## src/rtl/pad_ctl_pkg.sv

```systemverilog
package pad_ctl_pkg;

  typedef enum logic [1:0] {
    MODE_IN  = 2'b00,
    MODE_GPO = 2'b01,
    MODE_ALT = 2'b10,
    MODE_ANA = 2'b11
  } pin_mode_e;

  typedef enum logic [1:0] {
    PULL_NONE = 2'b00,
    PULL_UP   = 2'b01,
    PULL_DOWN = 2'b10,
    PULL_RSVD = 2'b11
  } pull_e;

  // register word addresses
  localparam int REG_MODE  = 0;
  localparam int REG_OTYPE = 1;
  localparam int REG_SPEED = 2;
  localparam int REG_PULL  = 3;
  localparam int REG_ODATA = 4;
  localparam int REG_FSEL0 = 5;

  typedef struct packed {
    logic oe;
    logic out;
    logic pu;
    logic pd;
    logic ie;
  } pad_ctl_t;

endpackage

```

## src/rtl/pcfg_regs.sv

```systemverilog
module pcfg_regs
  import pad_ctl_pkg::*;
#(
  parameter int NPIN = 16,
  parameter int SELW = 4,
  parameter int DW   = 32,
  parameter int AW   = 3
) (
  input  logic                   clk,
  input  logic                   rst,
  input  logic                   wr_en,
  input  logic [AW-1:0]          wr_addr,
  input  logic [DW-1:0]          wr_data,
  output logic [2*NPIN-1:0]      mode_q,
  output logic [NPIN-1:0]        otype_q,
  output logic [2*NPIN-1:0]      speed_q,
  output logic [2*NPIN-1:0]      pull_q,
  output logic [NPIN-1:0]        odata_q,
  output logic [NPIN*SELW-1:0]   fsel_q
);
  localparam int FSEL_BITS = NPIN * SELW;
  localparam int NFREG     = (FSEL_BITS + DW - 1) / DW;

  logic [DW-1:0]       fsel_w [NFREG];
  logic [NFREG*DW-1:0] fsel_flat;

  always_ff @(posedge clk) begin
    if (rst) begin
      mode_q  <= '0;
      otype_q <= '0;
      speed_q <= '0;
      pull_q  <= '0;
      odata_q <= '0;
    end else if (wr_en) begin
      if (wr_addr == AW'(REG_MODE))  mode_q  <= wr_data[2*NPIN-1:0];
      if (wr_addr == AW'(REG_OTYPE)) otype_q <= wr_data[NPIN-1:0];
      if (wr_addr == AW'(REG_SPEED)) speed_q <= wr_data[2*NPIN-1:0];
      if (wr_addr == AW'(REG_PULL))  pull_q  <= wr_data[2*NPIN-1:0];
      if (wr_addr == AW'(REG_ODATA)) odata_q <= wr_data[NPIN-1:0];
    end
  end

  for (genvar r = 0; r < NFREG; r++) begin : g_fsel
    always_ff @(posedge clk) begin
      if (rst)
        fsel_w[r] <= '0;
      else if (wr_en && wr_addr == AW'(REG_FSEL0 + r))
        fsel_w[r] <= wr_data;
    end
    assign fsel_flat[r*DW +: DW] = fsel_w[r];
  end

  assign fsel_q = fsel_flat[FSEL_BITS-1:0];

endmodule

```

## src/rtl/pin_ctl.sv

```systemverilog
module pin_ctl
  import pad_ctl_pkg::*;
#(
  parameter int NFUNC = 16,
  parameter int SELW  = 4
) (
  input  logic [1:0]       mode,
  input  logic             otype,
  input  logic [1:0]       pull,
  input  logic             odata,
  input  logic [SELW-1:0]  fsel,
  input  logic [NFUNC-1:0] alt_out,
  output pad_ctl_t         ctl
);
  logic src_val;
  logic driving;
  logic analog;

  always_comb begin
    analog  = (mode == MODE_ANA);
    driving = (mode == MODE_GPO) || (mode == MODE_ALT);
    src_val = (mode == MODE_GPO) ? odata : alt_out[fsel];

    ctl.oe  = 1'b0;
    ctl.out = 1'b0;
    if (driving) begin
      if (otype) begin
        // open-drain: pull low only
        ctl.oe = ~src_val;
      end else begin
        ctl.oe  = 1'b1;
        ctl.out = src_val;
      end
    end

    ctl.pu = !analog && (pull == PULL_UP);
    ctl.pd = !analog && (pull == PULL_DOWN);
    ctl.ie = !analog;
  end

endmodule

```

## src/rtl/pin_insync.sv

```systemverilog
module pin_insync #(
  parameter int NPIN = 16
) (
  input  logic            clk,
  input  logic            rst,
  input  logic [NPIN-1:0] pad_in,
  input  logic [NPIN-1:0] ie_mask,
  output logic [NPIN-1:0] sync_q,
  output logic [NPIN-1:0] idr_q
);
  logic [NPIN-1:0] meta_q;

  always_ff @(posedge clk) begin
    if (rst) begin
      meta_q <= '0;
      sync_q <= '0;
      idr_q  <= '0;
    end else begin
      meta_q <= pad_in;
      sync_q <= meta_q;
      idr_q  <= sync_q & ie_mask;
    end
  end

endmodule

```

## src/rtl/pad_port_ctl.sv

```systemverilog
module pad_port_ctl
  import pad_ctl_pkg::*;
#(
  parameter int NPIN  = 16,
  parameter int NFUNC = 16,
  parameter int DW    = 32,
  parameter int AW    = 3
) (
  input  logic                   clk,
  input  logic                   rst,
  input  logic                   wr_en,
  input  logic [AW-1:0]          wr_addr,
  input  logic [DW-1:0]          wr_data,
  input  logic [NFUNC*NPIN-1:0]  alt_out_bus,
  output logic [NFUNC*NPIN-1:0]  alt_in_bus,
  input  logic [NPIN-1:0]        pad_in,
  output logic [NPIN-1:0]        pad_oe,
  output logic [NPIN-1:0]        pad_out,
  output logic [NPIN-1:0]        pad_pu,
  output logic [NPIN-1:0]        pad_pd,
  output logic [NPIN-1:0]        pad_ie,
  output logic [2*NPIN-1:0]      pad_speed,
  output logic [NPIN-1:0]        in_data
);
  localparam int SELW = $clog2(NFUNC);

  logic [2*NPIN-1:0]    mode_q;
  logic [NPIN-1:0]      otype_q;
  logic [2*NPIN-1:0]    pull_q;
  logic [NPIN-1:0]      odata_q;
  logic [NPIN*SELW-1:0] fsel_q;
  logic [NPIN-1:0]      sync_q;
  logic [NPIN-1:0]      ie_mask;

  logic [NPIN-1:0] oe_d, out_d, pu_d, pd_d, ie_d;
  logic [NFUNC*NPIN-1:0] alt_in_d;

  pcfg_regs #(.NPIN(NPIN), .SELW(SELW), .DW(DW), .AW(AW)) u_regs (
    .clk     (clk),
    .rst     (rst),
    .wr_en   (wr_en),
    .wr_addr (wr_addr),
    .wr_data (wr_data),
    .mode_q  (mode_q),
    .otype_q (otype_q),
    .speed_q (pad_speed),
    .pull_q  (pull_q),
    .odata_q (odata_q),
    .fsel_q  (fsel_q)
  );

  for (genvar p = 0; p < NPIN; p++) begin : g_pin
    logic [NFUNC-1:0] alt_col;
    pad_ctl_t         ctl;

    for (genvar f = 0; f < NFUNC; f++) begin : g_col
      assign alt_col[f] = alt_out_bus[f*NPIN + p];
    end

    pin_ctl #(.NFUNC(NFUNC), .SELW(SELW)) u_pin (
      .mode    (mode_q[2*p +: 2]),
      .otype   (otype_q[p]),
      .pull    (pull_q[2*p +: 2]),
      .odata   (odata_q[p]),
      .fsel    (fsel_q[p*SELW +: SELW]),
      .alt_out (alt_col),
      .ctl     (ctl)
    );

    assign oe_d[p]    = ctl.oe;
    assign out_d[p]   = ctl.out;
    assign pu_d[p]    = ctl.pu;
    assign pd_d[p]    = ctl.pd;
    assign ie_d[p]    = ctl.ie;
    assign ie_mask[p] = ctl.ie;
  end

  pin_insync #(.NPIN(NPIN)) u_sync (
    .clk     (clk),
    .rst     (rst),
    .pad_in  (pad_in),
    .ie_mask (ie_mask),
    .sync_q  (sync_q),
    .idr_q   (in_data)
  );

  // one select steers the input side too
  always_comb begin
    for (int p = 0; p < NPIN; p++) begin
      for (int f = 0; f < NFUNC; f++) begin
        alt_in_d[f*NPIN + p] = (mode_q[2*p +: 2] == MODE_ALT) &&
                               (fsel_q[p*SELW +: SELW] == SELW'(f)) &&
                               sync_q[p];
      end
    end
  end

  always_ff @(posedge clk) begin
    if (rst) begin
      pad_oe     <= '0;
      pad_out    <= '0;
      pad_pu     <= '0;
      pad_pd     <= '0;
      pad_ie     <= '1;
      alt_in_bus <= '0;
    end else begin
      pad_oe     <= oe_d;
      pad_out    <= out_d;
      pad_pu     <= pu_d;
      pad_pd     <= pd_d;
      pad_ie     <= ie_d;
      alt_in_bus <= alt_in_d;
    end
  end

endmodule

```

## config.mk

```make
export PLATFORM = sky130hd
export DESIGN_NAME = pad_port_ctl
export DESIGN_NICKNAME = d
export VERILOG_FILES = /design/src/rtl/pad_ctl_pkg.sv /design/src/rtl/pcfg_regs.sv /design/src/rtl/pin_ctl.sv /design/src/rtl/pin_insync.sv /design/src/rtl/pad_port_ctl.sv
export SDC_FILE = /design/constraint.sdc
export NUM_CORES = 1
export LEC_CHECK = 0
export BUFFER_PORTS_ARGS = -buffer_cell sky130_fd_sc_hd__buf_2
export CAP_MARGIN = 20
export CORE_AREA = 2 2 268 270
export DETAILED_ROUTE_END_ITERATION = 10
export DIE_AREA = 0 0 270 272
export HOLD_SLACK_MARGIN = 0.1
export PLACE_DENSITY_LB_ADDON = 0.08
export SLEW_MARGIN = 20
export SYNTH_ARGS = -nofsm -noshare
export SYNTH_HDL_FRONTEND = slang
export SYNTH_SLANG_ARGS = --single-unit
```

## constraint.sdc

```tcl
create_clock -name clk -period 9.4 [get_ports clk]
set_input_delay 2.82 -clock clk [delete_from_list [all_inputs] [get_ports clk]]
set_output_delay 2.82 -clock clk [all_outputs]
set_load 0.02 [all_outputs]
```

==> impl_metrics.yaml, run 1 <==
logic_synthesis:
  synth_top_family_by_area: "simple AND/OR/NAND/NOR gates"
  async_flop_share: 0
  synth_area_um2: 20900
  synth_xor_area_frac: 0
  synth-adder-area-share: 0.0287
  synth_ff_type: "dfxtp_1"
  ys_types: 53
  synth_seq_area_share: 0.582
  synthMuxAreaShare: 0.0711
  syn-num-nets: 2418
  synth_edf_count: 64
  synth_top_area_frac: 0.490
  yosysTopAreaCell: "dfxtp_1"
  avgSynthCellArea_um2: 10.1
  ys_ff_latch: 576
  synthCells: 2060
  yosys_warnings: 0
  synth.area.top_cells: "dfxtp_1 49%, edfxtp_1 9.2%, nand2_1 5.7%"
  yosys.area_share.simple: 0.230
  synth_compound_gate_area_share: 0.0590
detailed_routing:
  vias: 17300
  via_per_inst: 4.64
  dr.pass1.iters: 7
  first_iter_violations: 974
  wl_per_cell_um: 20.0
  drc: 0
  wl_mm: 74.8
  antenna_left: 0
sta:
  slew_headroom: 0.296
  hold_viol: 0
  final.min_clock_period_ps: 4150
  max_freq_mhz: 241
  grt_setup_unrepaired: "no"
  setup-tns-final_ps: 0
  maxSlewViolCount: 0
  skew_ps: 18.3
  setup-violations-final: 0
  fin_crit_sh: 0.441
  worst_pin_slew_ps: 1050
power_and_ir_drop:
  p_leak_nw: 11.9
  p_per_area_nw_per_um2: 203
  peakVddDrop_uv: 105
grt:
  grtUsageTotal: 0.197
  grt_pass1_vias: 17200
  antenna_found_initial: 12
  grt_max_degree: 107
  gr-total-overflow: 0
  grt_pass1_wl_mm: 109
critical_path:
  crit_type: "in -> reg"
  required_ps: 9860
  worstPathArrival_ps: 4610
  start_kind: "input pin"
  worstSetupEndpointType: "flop"
  crit_fanout: 106
  reg2regPathDepth: 4
clock_tree:
  cts_sinks: 576
  cts_setup_buffers: 0
  insertion_delay_ps: 600
  cts_resized: 0
  cts_tree: "built"
  cts_buffers: 67
  cts_max_level: 3
  clock-root-buffer: "clkbuf_16"
  clock_path_buffers: 3
  holdBufCountCts: 0
  clk_pin_slew_ps: 60
finish:
  final_cell_mix: "692 x buf_2, 512 x dfxtp_1, 318 x nand2_1"
  final_common_cell: "buf_2"
  final_cell_count_no_fill: 3731
  layout.nets: 3081
  drive_gt1_frac: 0.324
  area_growth_pct: 32.1
die:
  die_w_um: 270
  core_um2: 70800
  die_area_um2: 73400
  initial_core_util: 0.295
  ios: 694
  die_h_um: 272
  rows: 98
worst_hold_path:
  worstHoldPathType: "reg -> reg"
  hold-path-cell-count: 1
outcome:
  status: "finished clean"
placed_design:
  gp_congestion: 0.848
  place_inst: 3604
  port_buffers: 693
  dp_hpwl_mm: 55.3
flow_run:
  drv_cap: 0
==> cells by family after synthesis <==
logic type	after synthesis
AOI/OAI and AO/OA	200
adders and majority gates	48
buffers and inverters	158
DFF	576
muxes	105
and+or+nand+nor	973
==> synthesized netlist by cell type, types with 5 or more instances <==
cell	count
or3_1	5
nor3b_1	26
ha_1	48
and3_1	17
nand2_1	319
and3b_1	14
o21ai_0	6
nand3_1	24
and2_1	64
nand2b_1	67
nor3_1	86
dfxtp_1	512
mux2i_1	40
nor2b_1	53
nand4_1	10
or2_2	5
o211ai_1	8
mux4_2	30
a21oi_1	129
edfxtp_1	64
nor4b_1	34
clkbuf_1	95
nor2_1	218
a41oi_1	7
nand3b_1	18
a222oi_1	5
buf_1	10
mux2_2	34
inv_1	49
o21a_1	5
a311oi_1	9
==> worst max-delay path: stages <==
cell	delay, ps
buf_8	470
buf_4	690
nor2_1	220
nand3_1	210
nor3_1	60
==> area by class of cell <==
type / instances / area, um2
clock inverter: 25 / 245
timing repair buffer: 703 / 3550
multi-input combinational: 1326 / 8200
antenna: 3 / 7.51
inverter: 49 / 184
fill: 7123 / 43100
clock buffer: 99 / 2050
sequential: 576 / 12200
tap: 950 / 1190
==> layer usage <==
metal	up-vias	wire (um)	track usage
li1	8321	-	-
met1	8353	31500	0.244
met2	543	36400	0.335
met3	103	4840	0.0466
met4	6	1990	0.0654
met5	-	42	0
==> flip-flops by register name (all words and copies together) (netlist names), 32 cells and up <==
register / cells
u_regs.speed_q: 32
alt_in_bus: 256
u_regs.pull_q: 32
u_regs.mode_q: 32
u_regs.fsel_w: 64
==> worst paths after layout <==
kind	start	end	slack, ps
max reg2reg	u_regs.fsel_w[1][20]$_SDFFCE_PN0P_	pad_out[13]$_SDFF_PP0_	7060
max	rst	alt_in_bus[55]$_SDFF_PP0_	5250
min reg2reg	u_sync.meta_q[7]$_SDFF_PP0_	u_sync.sync_q[7]$_SDFF_PP0_	430
min	u_sync.meta_q[7]$_SDFF_PP0_	u_sync.sync_q[7]$_SDFF_PP0_	430
==> power by group <==
group | switching [mW] | internal [mW]
clock | 1.06 | 1.61
sequential | 0.0730 | 2.53
combinational | 0.186 | 0.153
total | 1.32 | 4.29
==> stage by stage <==
step           utilization  instance area (um2)  worst slack [ps]  total power [mW]  hold slack, ps
4_1_cts              0.390                27600              5280              5.69             428
2_1_floorplan            -                20900              4450              2.82             414
6_report             0.390                27600              5250              5.61             434
3_5_place_dp         0.358                25300              4650              3.00             424
5_1_grt              0.390                27600              5140              5.82             450
3_3_place_gp         0.358                25300              4690              2.99             417
Note: power is estimated with default switching activity, not from simulation.
==> run 2: changes to the inputs <==
==> constraint.sdc (replaced) <==
create_clock -name clk -period 3.5 [get_ports clk]
set_input_delay 1.05 -clock clk [delete_from_list [all_inputs] [get_ports clk]]
set_output_delay 1.05 -clock clk [all_outputs]
set_load 0.02 [all_outputs]
==> run 2 against run 1 <==
  * Register-to-register slack got worse by 5900 ps
  * Largest cell class unchanged
  * Die area unchanged
  * Via count decreased by 0.39%
  * Sequential cell count unchanged
  * Final area increased by 0.40%
  * Clock power increased to 2.7 times the previous value
  * Routed wire length increased by 0.33%
  * Sequential share of layout area decreased by 0.18 points
  * Power increased to 2.7 times the previous value
==> impl_metrics.yaml, run 2 (same netlist as run 1, synthesis figures left out) <==
critical_path:
  worstSetupEndpointType: "flop"
  crit_fanout: 11
  required_ps: 3970
  worstPathArrival_ps: 2760
  r2r_slack_ps: 1200
  start_kind: "flop"
  crit_type: "reg -> reg"
sta:
  max_freq_mhz: 436
  final.min_clock_period_ps: 2300
  slew_headroom: 0.431
  setup-violations-final: 0
  hold_viol: 0
  worst_pin_slew_ps: 851
  grt_setup_unrepaired: "no"
  fin_crit_sh: 0.656
  whs_ps: 435
  maxSlewViolCount: 0
  setup-tns-final_ps: 0
  skew_ps: 16.1
die:
  die_area_um2: 73400
  die_h_um: 272
  core_um2: 70800
  ios: 694
  initial_core_util: 0.295
  rows: 98
  die_w_um: 270
clock_tree:
  holdBufCountCts: 0
  insertion_delay_ps: 600
  cts_sinks: 576
  clock-root-buffer: "clkbuf_16"
  cts_setup_buffers: 0
  clock_path_buffers: 3
  cts_tree: "built"
  cts_buffers: 66
  cts_resized: 0
  cts_max_level: 3
  clk_pin_slew_ps: 60
finish:
  multi_input_area_um2: 8200
  layout.nets: 3096
  final_common_cell: "buf_2"
  nFillCells: 7167
  final_cell_mix: "692 x buf_2, 512 x dfxtp_1, 318 x nand2_1"
  drive_gt1_frac: 0.325
  largest_register_ff_count: 256
  top_regs: "alt_in_bus: 256 flops, u_regs.fsel_w: 64 flops"
  regArea_um2: 12200
  area_growth_pct: 32.6
  top_register: "alt_in_bus"
detailed_routing:
  dr.pass1.iters: 5
  first_iter_violations: 935
  wl_mm: 75.0
  antenna_left: 0
  via_per_inst: 4.61
  vias: 17300
  wl_per_cell_um: 20.0
  drc: 0
power_and_ir_drop:
  p_leak_nw: 12.0
  p_per_area_nw_per_um2: 543
  peakVddDrop_uv: 282
grt:
  grtUsageTotal: 0.198
  gr-total-overflow: 0
  grt_pass1_vias: 17300
  grt_pass1_wl_mm: 110
  antenna_found_initial: 7
  grt_max_degree: 91
worst_hold_path:
  worstHoldPathType: "reg -> reg"
outcome:
  status: "finished clean"
placed_design:
  dp_hpwl_mm: 56.0
  gp_congestion: 0.861
  port_buffers: 693
flow_run:
  drv_cap: 0
[run 2: changes by cell type in the layout (fill, tap and decap cells not counted), sizes merged]
cell and delta:
buf +16, clkinv -9, clkbuf +7, diode +3, clkinvlp -2, bufinv +1, inv -1
[run 2: routing by layer]
| metal | track usage | vias to the layer above | wire, um |
|---|---|---|---|
| met5 | 0 | - | 26 |
| met4 | 0.0686 | 4 | 2000 |
| met3 | 0.0487 | 112 | 5120 |
| met2 | 0.332 | 555 | 36000 |
| met1 | 0.249 | 8244 | 31900 |
| li1 | - | 8344 | - |
[run 2: critical path: stages, from the launching register on]
cell and delay [ps]:
edfxtp_1 670, mux4_2 560, or2_2 280, a2111oi_1 540, nor3_1 110
[run 2: layout make-up]
type / count / share of cell area
sequential: 576 / 0.439
timing repair buffer: 719 / 0.133
inverter: 49 / 0.00664
clock inverter: 14 / 0.00776
clock buffer: 106 / 0.0742
antenna: 6 / 0.000542
multi-input combinational: 1326 / 0.296
tap: 950 / 0.0429
[run 2: final timing paths]
kind	depth (start not counted)	from	to
worst max-delay path	4	u_regs.fsel_w[1][20]$_SDFFCE_PN0P_	pad_out[13]$_SDFF_PP0_
worst min-delay path	1	u_sync.meta_q[10]$_SDFF_PP0_	u_sync.sync_q[10]$_SDFF_PP0_
worst max register to register	4	u_regs.fsel_w[1][20]$_SDFFCE_PN0P_	pad_out[13]$_SDFF_PP0_
worst min register to register	1	u_sync.meta_q[10]$_SDFF_PP0_	u_sync.sync_q[10]$_SDFF_PP0_
[run 2: power by group]
group | switching [mW] | internal, mW
clock network | 2.81 | 4.34
registers | 0.193 | 6.79
logic | 0.501 | 0.421
[run 2: metrics by stage]
stage                     cell area [um2]  power [mW]   util  setup slack, ps  instances
after floorplan                     20900        7.57      -              321       2060
after global placement              25400        8.05  0.359              738       3620
after detailed placement            25400        8.06  0.359              698       3620
after CTS                           27700        15.3  0.392             1200       3740
after global routing                27700        15.7  0.392             1090       3741
final                               27700        15.1  0.392             1200       3746
